## src/rtl/hbf_pkg.sv

```systemverilog
package hbf_pkg;
    parameter int unsigned HBF_DW = 8;

    typedef enum logic [2:0] {
        TX_NONE = 3'd0,
        TX_DWR  = 3'd1,
        TX_DRD  = 3'd2,
        TX_SRD  = 3'd3,
        TX_CMD  = 3'd4
    } txn_e;

    typedef struct packed {
        logic              valid;
        txn_e              kind;
        logic [HBF_DW-1:0] payload;
    } evt_t;
endpackage

```

## src/rtl/hbf_sync.sv

```systemverilog
module hbf_sync #(
    parameter int unsigned W = 1,
    parameter logic [W-1:0] RST_VAL = '0
) (
    input  logic         clk,
    input  logic         rst_n,
    input  logic [W-1:0] async_i,
    output logic [W-1:0] sync_o
);
    typedef struct packed {
        logic [W-1:0] meta;
        logic [W-1:0] stable;
    } sync_t;

    sync_t st_d, st_q;

    always_comb begin
        st_d        = st_q;
        st_d.meta   = async_i;
        st_d.stable = st_q.meta;
    end

    always_ff @(posedge clk or negedge rst_n) begin
        if (!rst_n) begin
            st_q.meta   <= RST_VAL;
            st_q.stable <= RST_VAL;
        end else begin
            st_q <= st_d;
        end
    end

    assign sync_o = st_q.stable;
endmodule

```

## src/rtl/hbf_par.sv

```systemverilog
module hbf_par
    import hbf_pkg::*;
(
    input  logic              clk,
    input  logic              rst_n,
    input  logic              en,
    input  logic              mode68,
    input  logic              a0,
    input  logic              rd_pin,
    input  logic              wr_pin,
    input  logic [HBF_DW-1:0] din,
    output evt_t              evt,
    output logic              rd_active
);
    typedef struct packed {
        logic              rd_prev;
        logic              wr_prev;
        logic              wa0;
        logic [HBF_DW-1:0] wdata;
    } par_t;

    par_t st_d, st_q;
    logic rd_act, wr_act;

    always_comb begin
        // enable style: rd_pin = enable, wr_pin = read/not-write
        rd_act = mode68 ? (rd_pin & wr_pin)  : ~rd_pin;
        wr_act = mode68 ? (rd_pin & ~wr_pin) : ~wr_pin;

        st_d         = st_q;
        st_d.rd_prev = rd_act;
        st_d.wr_prev = wr_act;
        if (wr_act) begin
            st_d.wdata = din;
            st_d.wa0   = a0;
        end

        evt = '0;
        if (en) begin
            if (rd_act && !st_q.rd_prev) begin
                evt.valid = 1'b1;
                evt.kind  = a0 ? TX_DRD : TX_SRD;
            end else if (!wr_act && st_q.wr_prev) begin
                evt.valid   = 1'b1;
                evt.kind    = st_q.wa0 ? TX_DWR : TX_CMD;
                evt.payload = st_q.wdata;
            end
        end
        rd_active = en & rd_act;
    end

    always_ff @(posedge clk or negedge rst_n) begin
        if (!rst_n) st_q <= '0;
        else        st_q <= st_d;
    end
endmodule

```

## src/rtl/hbf_ser.sv

```systemverilog
module hbf_ser
    import hbf_pkg::*;
#(
    parameter int unsigned CNT_W = $clog2(HBF_DW)
) (
    input  logic clk,
    input  logic rst_n,
    input  logic en,
    input  logic a0,
    input  logic sclk,
    input  logic sdata,
    output evt_t evt
);
    localparam logic [CNT_W-1:0] LAST_BIT = CNT_W'(HBF_DW - 1);

    typedef struct packed {
        logic              sclk_prev;
        logic [CNT_W-1:0]  cnt;
        logic [HBF_DW-1:0] shreg;
    } ser_t;

    ser_t st_d, st_q;
    logic [HBF_DW-1:0] nxt;

    always_comb begin
        st_d           = st_q;
        st_d.sclk_prev = sclk;
        evt            = '0;
        nxt            = {st_q.shreg[HBF_DW-2:0], sdata};

        if (!en) begin
            st_d.cnt   = '0;
            st_d.shreg = '0;
        end else if (sclk && !st_q.sclk_prev) begin
            if (st_q.cnt == LAST_BIT) begin
                evt.valid   = 1'b1;
                evt.kind    = a0 ? TX_DWR : TX_CMD;
                evt.payload = nxt;
                st_d.cnt    = '0;
                st_d.shreg  = '0;
            end else begin
                st_d.cnt   = st_q.cnt + 1'b1;
                st_d.shreg = nxt;
            end
        end
    end

    always_ff @(posedge clk or negedge rst_n) begin
        if (!rst_n) st_q <= '0;
        else        st_q <= st_d;
    end
endmodule

```

## src/rtl/hostbus_front.sv

```systemverilog
module hostbus_front
    import hbf_pkg::*;
#(
    parameter int unsigned SCLK_BIT = 6,
    parameter int unsigned SDAT_BIT = 7
) (
    input  logic              clk,
    input  logic              rst_n,
    input  logic              cs_n_i,
    input  logic              cs_i,
    input  logic              a0_i,
    input  logic              rd_i,
    input  logic              wr_i,
    input  logic              mode68_i,
    input  logic              par_sel_i,
    input  logic [HBF_DW-1:0] dbus_i,
    input  logic              busy_i,
    input  logic [HBF_DW-1:0] rdata_i,
    output logic [HBF_DW-1:0] dbus_o,
    output logic [HBF_DW-1:0] dbus_oe_o,
    output logic              dwr_stb_o,
    output logic              drd_stb_o,
    output logic              srd_stb_o,
    output logic              cmd_stb_o,
    output logic [HBF_DW-1:0] payload_o
);
    localparam int unsigned CTRL_W = 7;
    // order: cs_n, cs, a0, rd, wr, mode68, par_sel
    localparam logic [CTRL_W-1:0] CTRL_IDLE = 7'b1001101;

    logic [CTRL_W-1:0] ctrl_s;
    logic [HBF_DW-1:0] dbus_s;
    logic cs_n_s, cs_s, a0_s, rd_s, wr_s, m68_s, par_s, sel;
    evt_t par_evt, ser_evt, evt;
    logic par_rd_act;

    hbf_sync #(.W(CTRL_W), .RST_VAL(CTRL_IDLE)) u_sync_ctrl (
        .clk(clk), .rst_n(rst_n),
        .async_i({cs_n_i, cs_i, a0_i, rd_i, wr_i, mode68_i, par_sel_i}),
        .sync_o(ctrl_s)
    );

    hbf_sync #(.W(HBF_DW), .RST_VAL('0)) u_sync_data (
        .clk(clk), .rst_n(rst_n), .async_i(dbus_i), .sync_o(dbus_s)
    );

    assign {cs_n_s, cs_s, a0_s, rd_s, wr_s, m68_s, par_s} = ctrl_s;
    assign sel = ~cs_n_s & cs_s;

    hbf_par u_par (
        .clk(clk), .rst_n(rst_n), .en(sel & par_s), .mode68(m68_s),
        .a0(a0_s), .rd_pin(rd_s), .wr_pin(wr_s), .din(dbus_s),
        .evt(par_evt), .rd_active(par_rd_act)
    );

    hbf_ser u_ser (
        .clk(clk), .rst_n(rst_n), .en(sel & ~par_s), .a0(a0_s),
        .sclk(dbus_s[SCLK_BIT]), .sdata(dbus_s[SDAT_BIT]), .evt(ser_evt)
    );

    typedef struct packed {
        logic              dwr;
        logic              drd;
        logic              srd;
        logic              cmd;
        logic              oe;
        logic              ra0;
        logic [HBF_DW-1:0] payload;
    } top_t;

    top_t st_d, st_q;

    always_comb begin
        evt          = par_s ? par_evt : ser_evt;
        st_d         = st_q;
        st_d.dwr     = evt.valid && (evt.kind == TX_DWR);
        st_d.drd     = evt.valid && (evt.kind == TX_DRD);
        st_d.srd     = evt.valid && (evt.kind == TX_SRD);
        st_d.cmd     = evt.valid && (evt.kind == TX_CMD);
        if (evt.valid && (evt.kind == TX_DWR || evt.kind == TX_CMD))
            st_d.payload = evt.payload;
        st_d.oe      = par_s & par_rd_act;
        st_d.ra0     = a0_s;
    end

    always_ff @(posedge clk or negedge rst_n) begin
        if (!rst_n) st_q <= '0;
        else        st_q <= st_d;
    end

    assign dwr_stb_o = st_q.dwr;
    assign drd_stb_o = st_q.drd;
    assign srd_stb_o = st_q.srd;
    assign cmd_stb_o = st_q.cmd;
    assign payload_o = st_q.payload;
    assign dbus_oe_o = {HBF_DW{st_q.oe}};
    assign dbus_o    = st_q.ra0 ? rdata_i : {busy_i, {(HBF_DW-1){1'b0}}};
endmodule

```

## config.mk

```make
export PLATFORM = sky130hd
export DESIGN_NAME = hostbus_front
export DESIGN_NICKNAME = d
export VERILOG_FILES = /design/src/rtl/hbf_pkg.sv /design/src/rtl/hbf_sync.sv /design/src/rtl/hbf_par.sv /design/src/rtl/hbf_ser.sv /design/src/rtl/hostbus_front.sv
export SDC_FILE = /design/constraint.sdc
export NUM_CORES = 1
export LEC_CHECK = 0
export ABC_CLOCK_PERIOD_IN_PS = 4240
export CORE_MARGIN = 1.5
export CORE_UTILIZATION = 41
export CTS_CLUSTER_DIAMETER = 150
export DETAILED_ROUTE_END_ITERATION = 16
export PLACE_DENSITY = 0.73
export SYNTH_ARGS = -nofsm -noshare
export SYNTH_HDL_FRONTEND = slang
export SYNTH_SLANG_ARGS = --single-unit
```

## constraint.sdc

```tcl
create_clock -name clk -period 4.24 [get_ports clk]
set_input_delay 0.848 -clock clk [delete_from_list [all_inputs] [get_ports clk]]
set_output_delay 0.848 -clock clk [all_outputs]
set_load 0.02 [all_outputs]
```

==> impl_results.md, run 1 <==
- Outcome: finished, final reports clean
- Synth Warn #: 0
- Fin worst setup slack: 1.36 ns
- Fillcell total: 483
- Worst EP arrival: 2.03 ns
- DRC: 0
- Sw Share: 23.3%
- Nets: 272
- DIE WIDTH: 79.9 um
- Crit path required time: 3.39 ns
- Die ar.: 6380 um2
- DR top layer: met4
- CTS Hold Bufs: 0
- Buffer count from post-CTS setup fixing: 0
- Final period utilization: 67.9%
- Routed length on met3: 275 um
- Final antenna-violating net count: 0
- Sequential share of power: 50.8%
- Largest net degree at the start of global routing: 39
- Sequential share of the synthesized area: 68.5%
- Final setup TNS: 0 ns
- Min Hold Slack: 0.346 ns
- CTS Buf Count: 9
- Synth unique cells: 28
- Max-slew violations: 0
- Core Region: 5610 um2
- Resized Gates After CTS: 0
- Placed cell count: 305
- Area growth syn-to-layout: 28.3%
- Clk root buf: clkbuf_8
- Critical path cell sequence: clkdlybuf4s50_1 > mux2_2 > clkdlybuf4s50_1
- Die H: 79.9 um
- HPWL Detailed: 2690 um
- CTS tree: built
- Clock power share: 38.0%
- PwrDens: 441 nW/um2
- Syn Inst Count: 200
- Drt pass-1 iters: 4
- Num ports: 54
- Syn_area_per_cell: 12.1 um2
- VDD IR max: 0.181 mV
- Mapped Area: 2420 um2
- Sw Pwr: 320 uW
- PortBufs: 53
- Core Util, Final: 55.5%
- Htree depth: 3
- Slowest CP cell: clkdlybuf4s50_1
- Clock buffer depth: 2
- CTS clk-pin slew, worst paths: 0.07 ns
- Max cap viols: 0
- Max_slew headroom: 28.5%
- Comb power frac: 11.2%
- Fmax achieved: 347 MHz
- Ys async rst share: 100%
- Global-route wire length before repair: 6780 um
- Setup WS pre-CTS: 1.36 ns
- Fin. Hold Viols: 0
- Via/cell ratio: 4.66
- Syn nets: 228
- Clk sinks: 66
- Flops & latches, synth: 66
- Crit Path Max Fanout: 1
- Met2 routed WL: 1870 um
- Vias in the first global route: 1547
- N_diodes: 0
- Initial core utilization: 43.2%
- DRT met1 WL: 1680 um
- Final cell count without fillers: 321
- Cell Int Power: 1050 uW
- Routed WL per cell: 12.2 um
- CP max stage delay: 0.53 ns
- Row cnt: 27
- CP dominant cell by count: clkdlybuf4s50_1
- Clk Latency, worst-skew pair: 0.34 ns
- Commonest non-fill, non-tap cell in the layout: dfrtp_1
- DRT Wirelength: 3930 um
- Setup Skew: 0.00704 ns
- GP Congestion: 0.798
- CP Launch Type: input pin
- Tmin final: 2.88 ns
- Post-synth EDFFs: 0
- Total number of vias: 1497
- Element type at the critical path end: output port
- 1st-iter DRT viols: 97
- Leak Pwr: 0.00133 uW
- Worst Hold Class: register to register
- Initial antenna violation count: 0
- Final Setup Violations: 0
- Crit Path Class: input pin to output port
- Synth Flop Type: dfrtp_1
- Layout cells sized above 1: 11.6%
- Grt total ovfl: 0
- GRT Total Usage: 14.7%
- RSZ-0062 raised after global routing: no
- R2R setup slack: 2.12 ns
- Worst Tran Pin Value: 1.07 ns
- Commonest cells after routing, fill and taps aside: dfrtp_1 (58), clkdlybuf4s50_1 (52), nand2_1 (28), inv_1 (16)
==> metal layers <==
layer  vias to the layer above  track usage [%]
met4                         0             8.45
met3                        10             7.20
met5                         -                0
li1                        732                -
met1                       708             16.4
met2                        47             22.6
==> power groups by stage <==
stage               sequential [uW]  combinational (uW)  clock (uW)
floorplan                       703                94.7           0
global placement                706                 153           0
detailed placement              708                 156           0
CTS                             697                 156         538
global route                    702                 170         570
finish                          697                 154         522
==> state kept, by name, indices dropped and copies added, names as in the netlist <==
name / flops
u_ser.nxt: 7
u_sync_data.sync_o: 8
u_sync_data.st_d: 8
srd_stb_o: 1
u_sync_ctrl.st_d: 7
dwr_stb_o: 1
u_ser.st_q: 4
cmd_stb_o: 1
dbus_oe_o: 1
u_par.st_q: 11
drd_stb_o: 1
st_q: 1
payload_o: 8
u_sync_ctrl.sync_o: 7
==> metrics by stage <==
step / area, um2 / total power, uW
after floorplan: 2420 / 798
after global placement: 2910 / 860
after detailed placement: 2910 / 864
after CTS: 3110 / 1390
after global routing: 3110 / 1440
final: 3110 / 1370
==> worst paths after layout <==
kind	cells past startpoint	start	end
max	3	rdata_i[7]	dbus_o[7]
min	0	u_sync_data.st_d[3]	u_sync_data.sync_o[3]
max reg2reg	6	u_ser.st_q[8]	payload_o[5]
min reg2reg	0	u_sync_data.st_d[3]	u_sync_data.sync_o[3]
max in group asynchronous	2	rst_n	dwr_stb_o
min in group asynchronous	1	rst_n	u_sync_data.st_d[2]
==> Yosys cell counts, types with 2 or more instances <==
cell type	instances	area share [%]
clkbuf_1	4	0.62
nand2_1	28	4.3
a21oi_1	11	2.3
nand3_1	9	1.9
dfrtp_1	58	60
buf_4	16	5.0
dfstp_2	8	8.7
inv_1	16	2.5
and4b_1	2	0.83
o21ai_0	10	2.1
o221ai_1	8	2.9
ha_1	2	1.0
mux2_2	2	0.93
and2_1	7	1.8
nor2b_1	3	0.77
nor3_1	2	0.41
nor2_1	3	0.46
==> logic make-up (layout without fill, tap and decap cells) <==
group                      after synthesis  count (layout)  share of synthesized area (%)
DFF                                     66              66                           68.5
and+or+nand+nor                         58              58                           11.8
buffers and inverters                   38              87                           8.41
AOI/OAI and AO/OA                       34              34                           9.34
adders and majority gates                2               2                           1.03
muxes                                    2               2                          0.929
==> area by class of cell <==
cell class / instances / area [um2] / share of cell area [%]
clock buffers: 11 / 151 / 4.87
clock inverters: 5 / 52.6 / 1.69
inverters: 17 / 63.8 / 2.05
multi-input cells: 96 / 559 / 18.0
flip-flops and latches: 66 / 1660 / 53.4
well taps: 72 / 90.1 / 2.90
repair buffers: 54 / 533 / 17.1
==> critical path: cells and delay by family <==
kind     cells  cell delay, ns
buf+inv      2            0.92
mux          1            0.26
Power figures use the tool's default switching activity.
==> run 2: changes to the inputs <==
- ABC_CLOCK_PERIOD_IN_PS: 4240 -> 2700
- clock period: 4.24 -> 2.7 ns (I/O delays scaled with it)
==> run 2 against run 1 <==
Against the previous run: clock-buffer cell count is 2 lower; clock power is 69% higher; critical path depth stayed put; total power is 62% higher; utilization is 0.74 points higher; flip-flop and latch count stayed put.
==> impl_results.md, run 2 (synthesis gave the netlist of run 1 again) <==
- GR Util met1: 16.0% (was 16.4%)
- Biggest register: u_par.st_q (unchanged)
- Worst Tran Pin Value: 0.738 ns (was 1.07 ns)
- Die H: 79.9 um (unchanged)
- Grt total ovfl: 0 (unchanged)
- Crit Path Max Fanout: 1 (unchanged)
- Max cap viols: 0 (unchanged)
- Clk sinks: 66 (unchanged)
- 1st-iter DRT viols: 65 (was 97)
- Clk Latency, worst-skew pair: 0.34 ns (about the same)
- Leak Pwr: 0.00135 uW (was 0.00133 uW)
- Largest net degree at the start of global routing: 37 (was 39)
- Routed WL per cell: 12.4 um (was 12.2 um)
- DIE WIDTH: 79.9 um (unchanged)
- Final Setup Violations: 0 (unchanged)
- Via/cell ratio: 4.68 (was 4.66)
- Met2 Use GR: 23.5% (was 22.6%)
- Drt pass-1 iters: 4 (unchanged)
- Max-slew violations: 0 (unchanged)
- Setup Skew: 0.0101 ns (was 0.00704 ns)
- Gr busiest metal: met2 (unchanged)
- Worst Hold Class: input pin to async pin (was register to register)
- Nets: 274 (was 272)
- Register area: 1660 um2 (unchanged)
- Commonest non-fill, non-tap cell in the layout: dfrtp_1 (unchanged)
- PwrDens: 705 nW/um2 (was 441 nW/um2)
- N_diodes: 0 (unchanged)
- Slowest CP cell: clkdlybuf4s50_1 (unchanged)
- Global-route wire length before repair: 6680 um (was 6780 um)
- Fin. Hold Viols: 0 (unchanged)
- Crit Path Class: input pin to output port (unchanged)
- Max_slew headroom: 50.5% (was 28.5%)
- Resized Gates After CTS: 0 (unchanged)
- DRT Wirelength: 4020 um (was 3930 um)
- CTS Buf Count: 9 (unchanged)
- Design Area, Final: 3150 um2 (was 3110 um2)
- Setup WS pre-CTS: 0.441 ns (was 1.36 ns)
- Worst reg2reg path startpoint: u_ser.st_q[8] (unchanged)
- Final setup TNS: 0 ns (unchanged)
- Final antenna-violating net count: 0 (unchanged)
- GP Congestion: 0.804 (was 0.798)
- CTS Hold Bufs: 0 (unchanged)
- Fmax achieved: 442 MHz
- Num ports: 54 (unchanged)
- Htree depth: 3 (unchanged)
- CP dominant cell by count: clkdlybuf4s50_1 (unchanged)
- Core Region: 5610 um2 (unchanged)
- Total number of vias: 1513 (was 1497)
- Commonest cells after routing, fill and taps aside: dfrtp_1 (58), clkdlybuf4s50_1 (52), nand2_1 (28), inv_1 (16), a21oi_1 (11) (was dfrtp_1 (58), clkdlybuf4s50_1 (52), nand2_1 (28), inv_1 (16))
- CP startpoint: rdata_i[7] (unchanged)
- Final period utilization: 83.7%
- CTS tree: built (unchanged)
- Area of the multi-input gates: 559 um2 (unchanged)
- Critical path cell sequence: clkdlybuf4s50_1 > mux2_2 > clkdlybuf4s50_1 (unchanged)
- Worst EP arrival: 1.72 ns (was 2.03 ns)
- GRT Total Usage: 14.2% (was 14.7%)
- Core Util, Final: 56.2% (was 55.5%)
- Tmin final: 2.26 ns
- Initial antenna violation count: 0 (unchanged)
- Vias in the first global route: 1511 (was 1547)
- Layout cells sized above 1: 12.4% (was 11.6%)
- Outcome: finished, final reports clean (unchanged)
- Buffer count from post-CTS setup fixing: 0 (unchanged)
- RSZ-0062 raised after global routing: no (unchanged)
- PortBufs: 53 (unchanged)
- VDD IR max: 0.447 mV (was 0.181 mV)
- CTS clk-pin slew, worst paths: 0.08 ns (was 0.07 ns)
- DP Area: 2940 um2 (was 2910 um2)
- DRC: 0 (unchanged)
- Die ar.: 6380 um2 (unchanged)
- Met3 track demand over resource: 4.00% (was 7.20%)
- Fillcell total: 495 (was 483)
- Fin worst setup slack: 0.440 ns (was 1.36 ns)
- Row cnt: 27 (unchanged)
- Max FFs per register: 11 (unchanged)
- CP max stage delay: 0.53 ns (about the same)
- Crit path required time: 2.16 ns (was 3.39 ns)
- Clk root buf: clkbuf_8 (unchanged)
- CP Launch Type: input pin (unchanged)
- Initial core utilization: 43.2% (unchanged)
- Element type at the critical path end: output port (unchanged)
- Area growth syn-to-layout: 30.0% (was 28.3%)
- Clock buffer depth: 2 (unchanged)
- HPWL Detailed: 2730 um (was 2690 um)
[run 2: cell types whose count changed in the layout (fill, tap and decap cells not counted), sizes merged]
cell      delta
bufinv       +1
clkbuf       -2
buf          +2
clkinvlp     +1
[run 2: worst paths after layout]
kind,end,slack (ns),cells past startpoint
worst max-delay path,dbus_o[7],0.44,3
worst min-delay path,payload_o[1],0.24,1
worst max register to register,payload_o[1],0.57,6
worst min register to register,u_sync_ctrl.sync_o[1],0.35,0
max in group asynchronous,u_sync_ctrl.sync_o[3],1.77,2
min in group clk,u_sync_ctrl.sync_o[1],0.35,0
[run 2: report_power, final]
part / switching (uW) / internal [uW] / total (uW)
combinational: 123 / 124 / 246
clock: 367 / 517 / 884
sequential: 31.9 / 1060 / 1090
total: 522 / 1700 / 2220
[run 2: critical path: cells and delay by family]
kind	cells	cell delay [ns]
buffers and inverters	2	0.92
multiplexers	1	0.26
[run 2: routing by layer]
layer	vias to the layer above	part of all wire, %	wire length, um
met4	0	3.0	121
met2	47	48	1940
met5	-	0	0
met1	715	43	1730
met3	10	5.8	232
li1	741	-	-
[run 2: layout make-up]
| type | instances | share of cell area, % |
|---|---|---|
| clock inverters | 7 | 2.98 |
| clock buffers | 9 | 3.93 |
| inverters | 17 | 2.02 |
| well taps | 72 | 2.86 |
| repair buffers | 56 | 17.8 |
| multi-input cells | 96 | 17.7 |
| flip-flops and latches | 66 | 52.7 |
[run 2: stage by stage]
stage / total power, uW / hold WS, ns / instances
finish: 2220 / 0.243 / 323
global route: 2320 / 0.301 / 323
CTS: 2260 / 0.261 / 323
detailed placement: 1360 / 0.335 / 307
global placement: 1350 / 0.333 / 307
floorplan: 1250 / 0.244 / 200
